`config.mk`:
```
export PLATFORM = sky130hd
export DESIGN_NAME = evt_capture_mgr
export DESIGN_NICKNAME = d
export VERILOG_FILES = /design/src/rtl/evt_cap_pkg.sv /design/src/rtl/evt_ring_mem.sv /design/src/rtl/evt_desc_fifo.sv /design/src/rtl/evt_space_track.sv /design/src/rtl/evt_capture_mgr.sv
export SDC_FILE = /design/constraint.sdc
export NUM_CORES = 2
export LEC_CHECK = 0
export ABC_CLOCK_PERIOD_IN_PS = 15990
export BUFFER_PORTS_ARGS = -buffer_cell sky130_fd_sc_hd__buf_2
export CORE_MARGIN = 2
export CORE_UTILIZATION = 63
export DETAILED_ROUTE_END_ITERATION = 8
export PLACE_DENSITY_LB_ADDON = 0.15
export SLEW_MARGIN = 5
export SYNTH_ARGS = -nofsm -noshare
export SYNTH_HDL_FRONTEND = slang
export SYNTH_HIERARCHICAL = 1
export SYNTH_MEMORY_MAX_BITS = 65536
export SYNTH_SLANG_ARGS = --single-unit
```
`constraint.sdc`:
```
create_clock -name clk -period 15.99 [get_ports clk]
set_input_delay 3.198 -clock clk [delete_from_list [all_inputs] [get_ports clk]]
set_output_delay 3.198 -clock clk [all_outputs]
set_load 0.05 [all_outputs]
```
`src/rtl/evt_cap_pkg.sv`:
```
package evt_cap_pkg;
  typedef enum logic [0:0] {
    CAP_IDLE = 1'b0,
    CAP_RUN  = 1'b1
  } cap_state_e;
endpackage

```
`src/rtl/evt_ring_mem.sv`:
```
// Event storage: one write port, one registered read port.
module evt_ring_mem #(
  parameter int W     = 32,
  parameter int DEPTH = 130,
  parameter int AW    = 8
) (
  input  logic          clk,
  input  logic          we,
  input  logic [AW-1:0] waddr,
  input  logic [W-1:0]  wdata,
  input  logic [AW-1:0] raddr,
  output logic [W-1:0]  rdata
);
  logic [W-1:0] store_q [DEPTH];

  always_ff @(posedge clk) begin
    if (we) store_q[waddr] <= wdata;
  end

  always_ff @(posedge clk) begin
    rdata <= store_q[raddr];
  end
endmodule

```
`src/rtl/evt_desc_fifo.sv`:
```
// Descriptor queue, one entry per completed event.
module evt_desc_fifo #(
  parameter int W     = 36,
  parameter int DEPTH = 10,
  localparam int PW   = (DEPTH > 1) ? $clog2(DEPTH) : 1,
  localparam int CW   = $clog2(DEPTH + 1)
) (
  input  logic         clk,
  input  logic         rst_n,
  input  logic         push,
  input  logic [W-1:0] din,
  input  logic         pop,
  output logic [W-1:0] dout,
  output logic         valid,
  output logic         full
);
  logic [W-1:0]  slot_q [DEPTH];
  logic [PW-1:0] head_q, head_d, tail_q, tail_d;
  logic [CW-1:0] cnt_q, cnt_d;
  logic          do_pop;

  function automatic logic [PW-1:0] nxt(input logic [PW-1:0] p);
    return (p == PW'(DEPTH - 1)) ? '0 : p + 1'b1;
  endfunction

  assign valid  = (cnt_q != '0);
  assign full   = (cnt_q == CW'(DEPTH));
  assign do_pop = pop & valid;
  assign dout   = slot_q[head_q];

  always_comb begin
    head_d = do_pop ? nxt(head_q) : head_q;
    tail_d = push ? nxt(tail_q) : tail_q;
    cnt_d  = cnt_q;
    if (push && !do_pop)      cnt_d = cnt_q + 1'b1;
    else if (do_pop && !push) cnt_d = cnt_q - 1'b1;
  end

  always_ff @(posedge clk or negedge rst_n) begin
    if (!rst_n) begin
      head_q <= '0;
      tail_q <= '0;
      cnt_q  <= '0;
    end else begin
      head_q <= head_d;
      tail_q <= tail_d;
      cnt_q  <= cnt_d;
    end
  end

  always_ff @(posedge clk) begin
    if (push) slot_q[tail_q] <= din;
  end

  AST_DESC_NO_OVERFLOW: assert property (@(posedge clk) disable iff (!rst_n) push |-> !full);
endmodule

```
`src/rtl/evt_space_track.sv`:
```
// Word occupancy of the ring and its read base.
module evt_space_track #(
  parameter int EVT_WORDS = 13,
  parameter int DEPTH     = 130,
  parameter int AW        = 8,
  parameter int UW        = 8
) (
  input  logic          clk,
  input  logic          rst_n,
  input  logic          reserve,
  input  logic          free,
  output logic [UW-1:0] used,
  output logic [AW-1:0] rd_base,
  output logic          space_low
);
  logic [UW-1:0] used_d;
  logic [AW-1:0] base_d;
  logic [AW:0]   base_sum;

  assign space_low = (used > UW'(DEPTH - EVT_WORDS));
  assign base_sum  = {1'b0, rd_base} + (AW+1)'(EVT_WORDS);

  always_comb begin
    used_d = used;
    if (reserve && !free)      used_d = used + UW'(EVT_WORDS);
    else if (free && !reserve) used_d = used - UW'(EVT_WORDS);
    base_d = rd_base;
    if (free) base_d = (base_sum >= (AW+1)'(DEPTH)) ? AW'(base_sum - (AW+1)'(DEPTH))
                                                    : AW'(base_sum);
  end

  always_ff @(posedge clk or negedge rst_n) begin
    if (!rst_n) begin
      used    <= '0;
      rd_base <= '0;
    end else begin
      used    <= used_d;
      rd_base <= base_d;
    end
  end

  AST_NO_BUF_OVERFLOW: assert property (@(posedge clk) disable iff (!rst_n) used <= UW'(DEPTH));
  AST_FREE_HAS_DATA: assert property (@(posedge clk) disable iff (!rst_n) (free && !reserve) |-> used >= UW'(EVT_WORDS));
endmodule

```
`src/rtl/evt_capture_mgr.sv`:
```
module evt_capture_mgr
  import evt_cap_pkg::*;
#(
  parameter int          DATA_W       = 32,
  parameter int          CHANNELS     = 4,
  parameter int          TIME_SAMPLES = 3,
  parameter int          MAX_EVENTS   = 10,
  parameter logic [7:0]  MARKER       = 8'hE7,
  parameter int          REJ_W        = 16,
  localparam int SAMP_WORDS = CHANNELS * TIME_SAMPLES,
  localparam int EVT_WORDS  = SAMP_WORDS + 1,
  localparam int BUF_DEPTH  = MAX_EVENTS * EVT_WORDS,
  localparam int AW         = $clog2(BUF_DEPTH),
  localparam int LW         = $clog2(EVT_WORDS + 1),
  localparam int TRIG_W     = DATA_W - 8
) (
  input  logic              clk,
  input  logic              rst_n,
  input  logic              unbuf_mode,
  input  logic              trig_in,
  input  logic              smp_valid,
  input  logic [DATA_W-1:0] smp_data,
  output logic              desc_valid,
  input  logic              desc_pop,
  output logic [AW-1:0]     desc_addr,
  output logic [LW-1:0]     desc_len,
  output logic [TRIG_W-1:0] desc_trig,
  input  logic [AW-1:0]     rd_addr,
  output logic [DATA_W-1:0] rd_data,
  input  logic              evt_release,
  output logic              busy,
  output logic [REJ_W-1:0]  rej_count
);
  localparam int SCW    = $clog2(SAMP_WORDS + 1);
  localparam int UW     = $clog2(BUF_DEPTH + 1);
  localparam int HW     = $clog2(MAX_EVENTS + 1);
  localparam int DESC_W = AW + LW + TRIG_W;

  cap_state_e        state_q, state_d;
  logic [AW-1:0]     wr_ptr_q, wr_ptr_d, start_q, start_d;
  logic [SCW-1:0]    scnt_q, scnt_d;
  logic [TRIG_W-1:0] tcnt_q, tcnt_d, cur_trig_q, cur_trig_d;
  logic [HW-1:0]     held_q, held_d;
  logic [REJ_W-1:0]  rej_q, rej_d;

  logic              acc_trig, pop_ok, rel_ok, push;
  logic              wr_en, space_low, fifo_full;
  logic [AW-1:0]     rd_base;
  logic [UW-1:0]     used;
  logic [DATA_W-1:0] wr_data;
  logic [DESC_W-1:0] desc_in, desc_out;

  function automatic logic [AW-1:0] ptr_inc(input logic [AW-1:0] p);
    return (p == AW'(BUF_DEPTH - 1)) ? '0 : p + 1'b1;
  endfunction

  assign busy      = (state_q == CAP_RUN) | space_low | (unbuf_mode & (used != '0));
  assign acc_trig  = trig_in & ~busy;
  assign pop_ok    = desc_pop & desc_valid;
  assign rel_ok    = evt_release & (held_q != '0);
  assign rej_count = rej_q;

  // Capture sequencing, counters and release bookkeeping
  always_comb begin
    state_d    = state_q;
    wr_ptr_d   = wr_ptr_q;
    start_d    = start_q;
    scnt_d     = scnt_q;
    tcnt_d     = tcnt_q;
    cur_trig_d = cur_trig_q;
    wr_en      = 1'b0;
    wr_data    = smp_data;
    push       = 1'b0;
    unique case (state_q)
      CAP_IDLE: begin
        if (acc_trig) begin
          wr_en      = 1'b1;
          wr_data    = {MARKER, tcnt_q};
          start_d    = wr_ptr_q;
          wr_ptr_d   = ptr_inc(wr_ptr_q);
          cur_trig_d = tcnt_q;
          tcnt_d     = tcnt_q + 1'b1;
          scnt_d     = '0;
          state_d    = CAP_RUN;
        end
      end
      CAP_RUN: begin
        if (smp_valid) begin
          wr_en    = 1'b1;
          wr_ptr_d = ptr_inc(wr_ptr_q);
          scnt_d   = scnt_q + 1'b1;
          if (scnt_q == SCW'(SAMP_WORDS - 1)) begin
            push    = 1'b1;
            state_d = CAP_IDLE;
          end
        end
      end
      default: state_d = CAP_IDLE;
    endcase

    rej_d = rej_q;
    if (trig_in && busy && (rej_q != {REJ_W{1'b1}})) rej_d = rej_q + 1'b1;

    held_d = held_q;
    if (pop_ok && !rel_ok)      held_d = held_q + 1'b1;
    else if (rel_ok && !pop_ok) held_d = held_q - 1'b1;
  end

  always_ff @(posedge clk or negedge rst_n) begin
    if (!rst_n) begin
      state_q    <= CAP_IDLE;
      wr_ptr_q   <= '0;
      start_q    <= '0;
      scnt_q     <= '0;
      tcnt_q     <= '0;
      cur_trig_q <= '0;
      held_q     <= '0;
      rej_q      <= '0;
    end else begin
      state_q    <= state_d;
      wr_ptr_q   <= wr_ptr_d;
      start_q    <= start_d;
      scnt_q     <= scnt_d;
      tcnt_q     <= tcnt_d;
      cur_trig_q <= cur_trig_d;
      held_q     <= held_d;
      rej_q      <= rej_d;
    end
  end

  evt_ring_mem #(.W(DATA_W), .DEPTH(BUF_DEPTH), .AW(AW)) u_mem (
    .clk   (clk),
    .we    (wr_en),
    .waddr (wr_ptr_q),
    .wdata (wr_data),
    .raddr (rd_addr),
    .rdata (rd_data)
  );

  evt_space_track #(.EVT_WORDS(EVT_WORDS), .DEPTH(BUF_DEPTH), .AW(AW), .UW(UW)) u_space (
    .clk       (clk),
    .rst_n     (rst_n),
    .reserve   (acc_trig),
    .free      (rel_ok),
    .used      (used),
    .rd_base   (rd_base),
    .space_low (space_low)
  );

  assign desc_in = {start_q, LW'(EVT_WORDS), cur_trig_q};

  evt_desc_fifo #(.W(DESC_W), .DEPTH(MAX_EVENTS)) u_desc (
    .clk   (clk),
    .rst_n (rst_n),
    .push  (push),
    .din   (desc_in),
    .pop   (desc_pop),
    .dout  (desc_out),
    .valid (desc_valid),
    .full  (fifo_full)
  );

  assign desc_addr = desc_out[DESC_W-1 -: AW];
  assign desc_len  = desc_out[TRIG_W +: LW];
  assign desc_trig = desc_out[TRIG_W-1:0];

  // Read base plus reserved words must meet the write pointer between events
  logic [UW:0] base_plus_used;
  logic [AW-1:0] exp_wr;
  assign base_plus_used = (UW+1)'(rd_base) + (UW+1)'(used);
  assign exp_wr = (base_plus_used >= (UW+1)'(BUF_DEPTH)) ? AW'(base_plus_used - (UW+1)'(BUF_DEPTH))
                                                        : AW'(base_plus_used);

  AST_CAPTURE_BUSY: assert property (@(posedge clk) disable iff (!rst_n) acc_trig |=> busy);
  AST_UNBUF_SINGLE: assert property (@(posedge clk) disable iff (!rst_n) (unbuf_mode && desc_valid) |-> busy);
  AST_REJ_SATURATE: assert property (@(posedge clk) disable iff (!rst_n) (rej_q == {REJ_W{1'b1}}) |=> (rej_q == {REJ_W{1'b1}}));
  AST_PTR_CONSISTENT: assert property (@(posedge clk) disable iff (!rst_n) (state_q == CAP_IDLE) |-> (exp_wr == wr_ptr_q));
  AST_PUSH_ROOM: assert property (@(posedge clk) disable iff (!rst_n) push |-> !fifo_full);
endmodule

```
# Word-level counts from Yosys, hierarchy flattened
# Memory sizes are Yosys's and may differ from the RTL's. A register that Yosys moved wholly into a read port is not among the register bits.
# Index checks and enable logic that the tools add are counted.
totals:
  register_bits: 109
  ramBits: 4480
  in_bits: 47
  output_inout_bits: 86
  wordCells: 92
  n_memories: 2
classes:
  addsub: 12
  magnitude_cmp: 1
  eq_ne: 7
  mux: 30
  n_bitwise: 8
  n_reduce_logical: 20
memory_table:
  columns: ["name", "words", "word_bits", "rd", "rd_ports_with_merged_regs", "write_ports", "line_no", "source"]
  rows:
  - ["u_mem.store_q", 130, 32, 1, 1, 1, "evt_ring_mem.sv:14", "logic [W-1:0] store_q [DEPTH];"]
  - ["u_desc.slot_q", 10, 32, 1, 0, 1, "evt_desc_fifo.sv:17", "logic [W-1:0] slot_q [DEPTH];"]
ops:
  columns: ["operator", "count"]
  rows:
  - ["2-to-1 mux 32 bit", 2]
  - ["2-to-1 mux 8 bit", 5]
  - ["2-to-1 mux 4 bit", 8]
  - ["adder 24 x 1 -> 24 bit (second input constant)", 1]
  - ["adder 4 x 1 -> 4 bit (second input constant)", 5]
  - ["adder 16 x 1 -> 16 bit (second input constant)", 1]
  - ["!= test 16 bit (second input constant)", 1]
  - ["one-hot mux 8 bit (2 select lines)", 1]
  - ["equality test 4 bit (second input constant)", 3]
  - ["2-to-1 mux 1 bit", 11]
  - ["adder 8 x 1 -> 8 bit (second input constant)", 1]
  - ["adder 8 x 4 -> 8 bit (second input constant)", 1]
  - ["equality test 8 bit (second input constant)", 1]
  - ["greater-than comparator 8 x 7 -> 1 bit (second input constant)", 1]
  - ["logical AND 1 bit", 8]
  - ["one-hot mux 4 bit (2 select lines)", 1]
  - ["nonzero test 4 bit", 2]
  - ["nonzero test 8 bit", 1]
  - ["subtractor 4 x 1 -> 4 bit (second input constant)", 2]
  - ["subtractor 8 x 4 -> 8 bit (second input constant)", 1]
  - ["nonzero test 2 bit", 3]
  - ["AND 1 bit", 4]
  - ["logical NOT 1 bit", 4]
  - ["one-hot mux 1 bit (2 select lines)", 2]
  - ["5 further kinds", 8]

# Depth between registers and ports, before layout
logic_depth:
  word_depth: 9
  ltp_mapped: 16
  depth_no_buf: 15

# Hierarchy
# Netlist, hierarchy kept.
by_module_without_submodules:
  columns: ["module", "n_inst", "cells_per_inst", "area_per_inst_um2", "seq_area_each_um2"]
  rows:
  - ["evt_ring_mem", 1, 7289, 160482.7, 125560.4]
  - ["evt_desc_fifo", 1, 769, 14528.9, 11110.7]
  - ["evt_capture_mgr", 1, 462, 4274.1, 2227.1]
  - ["evt_space_track", 1, 130, 1263.7, 400.4]

# Worst setup path before layout
# Ideal clock, no wire load.
synth_timing:
  path_kind: "input -> register"
  startpoint: "input trig_in"
  endpoint: "memory u_mem.store_q[0][13], data pin"
  setup_time_ns: 1.213
  arrival_time_ns: 8.890
  t_required_ns: 14.777
  setup_slack_ns: 5.888
  stages: 4
  n_path_buf: 2
  cell_sequence: "clkbuf_1 nand3_4 clkbuf_1 o21ai_0"
synth_via:
  elab_chain_cells: 3
synth_lines:
  columns: ["element", "line_no", "source"]
  rows:
  - ["from (decl)", "evt_capture_mgr.sv:20", "input logic trig_in,"]
  - ["AND 1 bit", "evt_capture_mgr.sv:58", "assign acc_trig = trig_in & ~busy;"]
  - ["2-to-1 mux 32 bit", "evt_capture_mgr.sv:76", "if (acc_trig) begin"]
  - ["2-to-1 mux 32 bit", "evt_capture_mgr.sv:74", "unique case (state_q)"]
  - ["net wr_data[13]", "evt_capture_mgr.sv:50", "logic [DATA_W-1:0] wr_data;"]
  - ["to (decl)", "evt_ring_mem.sv:14", null]
# The timed path passes the listed nets, and every way through them passes these cells.

==> key figures <==
Route
  • WL per Instance: 36.57 µm
  • # DRC: 0
  • Detailed-route via count: 92656
  • Drt first-iter violations: 14397
  • Post-DRT Antenna Nets: 0
  • Total wire length: roughly 480 mm
  • 1st-pass router iterations: 6
  • DR vias/cell: 7.040

Timing
  • Final hold vios: 0
  • Clock Skew: approximately 59 ps
  • Tmin final: 7617 ps
  • Setup TNS: 0 ps
  • Unrepaired setup endpoints after global routing: no
  • Worst setup margin: 8373 ps
  • Least-Margin Pin Slew: 1669 ps
  • Count of pins over their slew limit: 3
  • Max-slew headroom: -0.1125
  • F_max: 131.3 MHz
  • Crit share post-route: 0.4764
  • Final setup viols: 0

Floorplan
  • Die area: between 200000 and 300000 µm²
  • Placeable Area: 284500 µm²
  • Die span in x: ~540 µm
  • Row cnt: 196
  • Initial Util: 0.6322
  • Boundary Pins: 133
  • Chip Height: 538.3 µm

Final layout
  • Nets@finish: 9085
  • Layout area overhead: 11.68%
  • Fraction of layout cells with a size suffix above 1: 0.2577

Yosys
  • Synth Instances: 8576
  • Synth warnings: 6
  • Avg Inst Size Synth: 20.97 µm²
  • Synth Cell Area: 179800 µm²

Power and ir drop
  • Combinational share of power: 0.101
  • Cell Pwr Density: 135.1 nW/µm²
  • Sw frac: 0.2442
  • P_sw: 0.006628 W
  • Seq pwr share: 0.518
  • Internal cell power: 0.02052 W
  • Clock power share: 0.382
  • LEAKAGE: approximately 64 nW
  • Peak supply drop: 0.1123 mV

Global route
  • Initial antenna violation count: 27
  • Total gr overflow: 0
  • Pin count of the biggest net entering global routing: between 100 and 150
  • Vias in the first global route: between 90000 and 100k
  • Total global routing track utilization: 0.3320
  • First-pass GRT wire length: 677.3 mm

Clock tree
  • CTS tree: done
  • Cts hold-fix bufs: 0
  • Total CTS buffers: approximately 450
  • H-Tree Depth: 5
  • CTS max path bufs: 4
  • Worst-Skew Late Latency: 980 ps
  • Cts repair resizes: 0
  • Postcts setup bufs: 0
  • CTS Root Cell: clkbuf_16
  • Clock transition at the registers of the reported paths: 60 ps
  • Clk sinks: between 4000 and 5000

Worst setup path
  • R2R depth: 15
  • Reg2Reg Launch Point: u_space/used[1]
  • Worst setup EP type: flip-flop
  • Worst R2R Setup Slack: 10890 ps
  • Setup Crit Path Kind: in -> reg
  • Worst-path maximum fanout: 83
  • CP required: 16790 ps
  • R2r endpoint: u_space/used[7]
  • WP data arrival: 8420 ps
  • Startpoint types: input port

Placed design
  • DP Worst Slack: around 7600 ps
  • HPWL after detailed placement: 257.5 mm
  • Final RePlAce weighted congestion: 0.8589
  • PortBufs: 132

Worst hold path
  • HP Class: reg -> reg
  • Hold endpoint: tcnt_q[23]
  • Hold depth: 1
  • Hold path startpoint: tcnt_q[23]

Run
  • Max_cap viols: 1

Outcome
  • Failing checks: max-capacitance violations, max-slew violations
  • Status: finished, violations left
cell usage in the layout, fill, tap and decap left out, drive strengths merged, types with 22 or more instances in the layout:
cell type	instances
nand4	45
a32oi	34
a211oi	87
nand3	74
dfxtp	32
edfxtp	4520
dfrtp	109
o221ai	53
a22oi	25
nor2	252
a31oi	50
a21oi	66
nor3	41
xnor2	36
mux2	201
a221oi	23
nor2b	74
conb	40
o32ai	32
and2	39
mux4	917
o22ai	123
inv	22
clkbuf	565
buf	444
bufinv	38
xor2	22
a221o	43
nand2	417
o31ai	39
a22o	35
clkinv	201
o21ai	160
mux2i	372
power groups by stage:
stage / Combinational, W / Clock (W) / Sequential [W]
global placement: 0.00264 / 0 / 0.0143
global route: 0.00286 / 0.0109 / 0.0141
detailed placement: 0.00271 / 0 / 0.0143
floorplan: 0.00172 / 0 / 0.0143
finish: 0.00273 / 0.0104 / 0.0141
CTS: 0.00272 / 0.0104 / 0.0140
critical path: stages:
cell and delay (ps):
buf_8 440, buf_12 580, buf_4 710, buf_4 810, mux4_2 400, mux2_2 280
a221o_1 450, a32oi_1 1060, o21ai_1 150
flip-flops by register name, indices dropped and copies added, names as in the netlist:
name / flops
held_q: 4
u_mem/store_q: 4160
u_desc/slot_q: 360
u_desc/cnt_q: 4
u_space/used: 8
cur_trig_q: 24
u_desc/head_q: 4
wr_ptr_q: 8
tcnt_q: 24
u_desc/tail_q: 4
start_q: 8
scnt_q: 4
u_mem/rdata: 32
rej_count: 16
state_q: 1
final cells by class:
cell class	count	area, µm²
multi-input cells	3448	39400
flip-flops and latches	4661	139100
clock inverters	255	2371
inverters	16	68.82
fillers	16906	83630
diodes	11	27.53
repair buffers	444	3183
clock buffers	565	11980
well taps	3762	4707
through the flow:
stage	area, µm²	total power, W	cells	hold slack [ps]	utilization
final	200800	0.02714	13162	468.0	0.7060
after global routing	200800	0.02785	13153	492.0	0.7059
after CTS	200800	0.02721	13148	469.8	0.7058
after detailed placement	186400	0.01701	12328	457.6	0.6553
after floorplan	180000	0.01600	8614	441.5	-
after global placement	186400	0.01692	12327	459.2	0.6553
per-layer routing:
layer,global-route usage,up-vias,wire length (µm)
met5,0,-,53
met4,0.1426,10,24050
met3,0.07595,947,58450
met2,0.5082,6447,224900
met1,0.4681,48767,173900
li1,-,36485,-
worst max path at each step:
stage	from	endpoint	slack, ps	cells past startpoint
floorplan	trig_in	u_mem/store_q[0][13]	5890	4
detailed placement	rd_addr[1]	u_mem/rdata[24]	7570	9
CTS	rd_addr[1]	u_mem/rdata[24]	8620	9
global placement	rd_addr[1]	u_mem/rdata[24]	7530	9
finish	rd_addr[1]	u_mem/rdata[24]	8370	9
global route	rd_addr[0]	u_mem/rdata[25]	8260	9
Note: power is estimated with default switching activity, not from simulation.
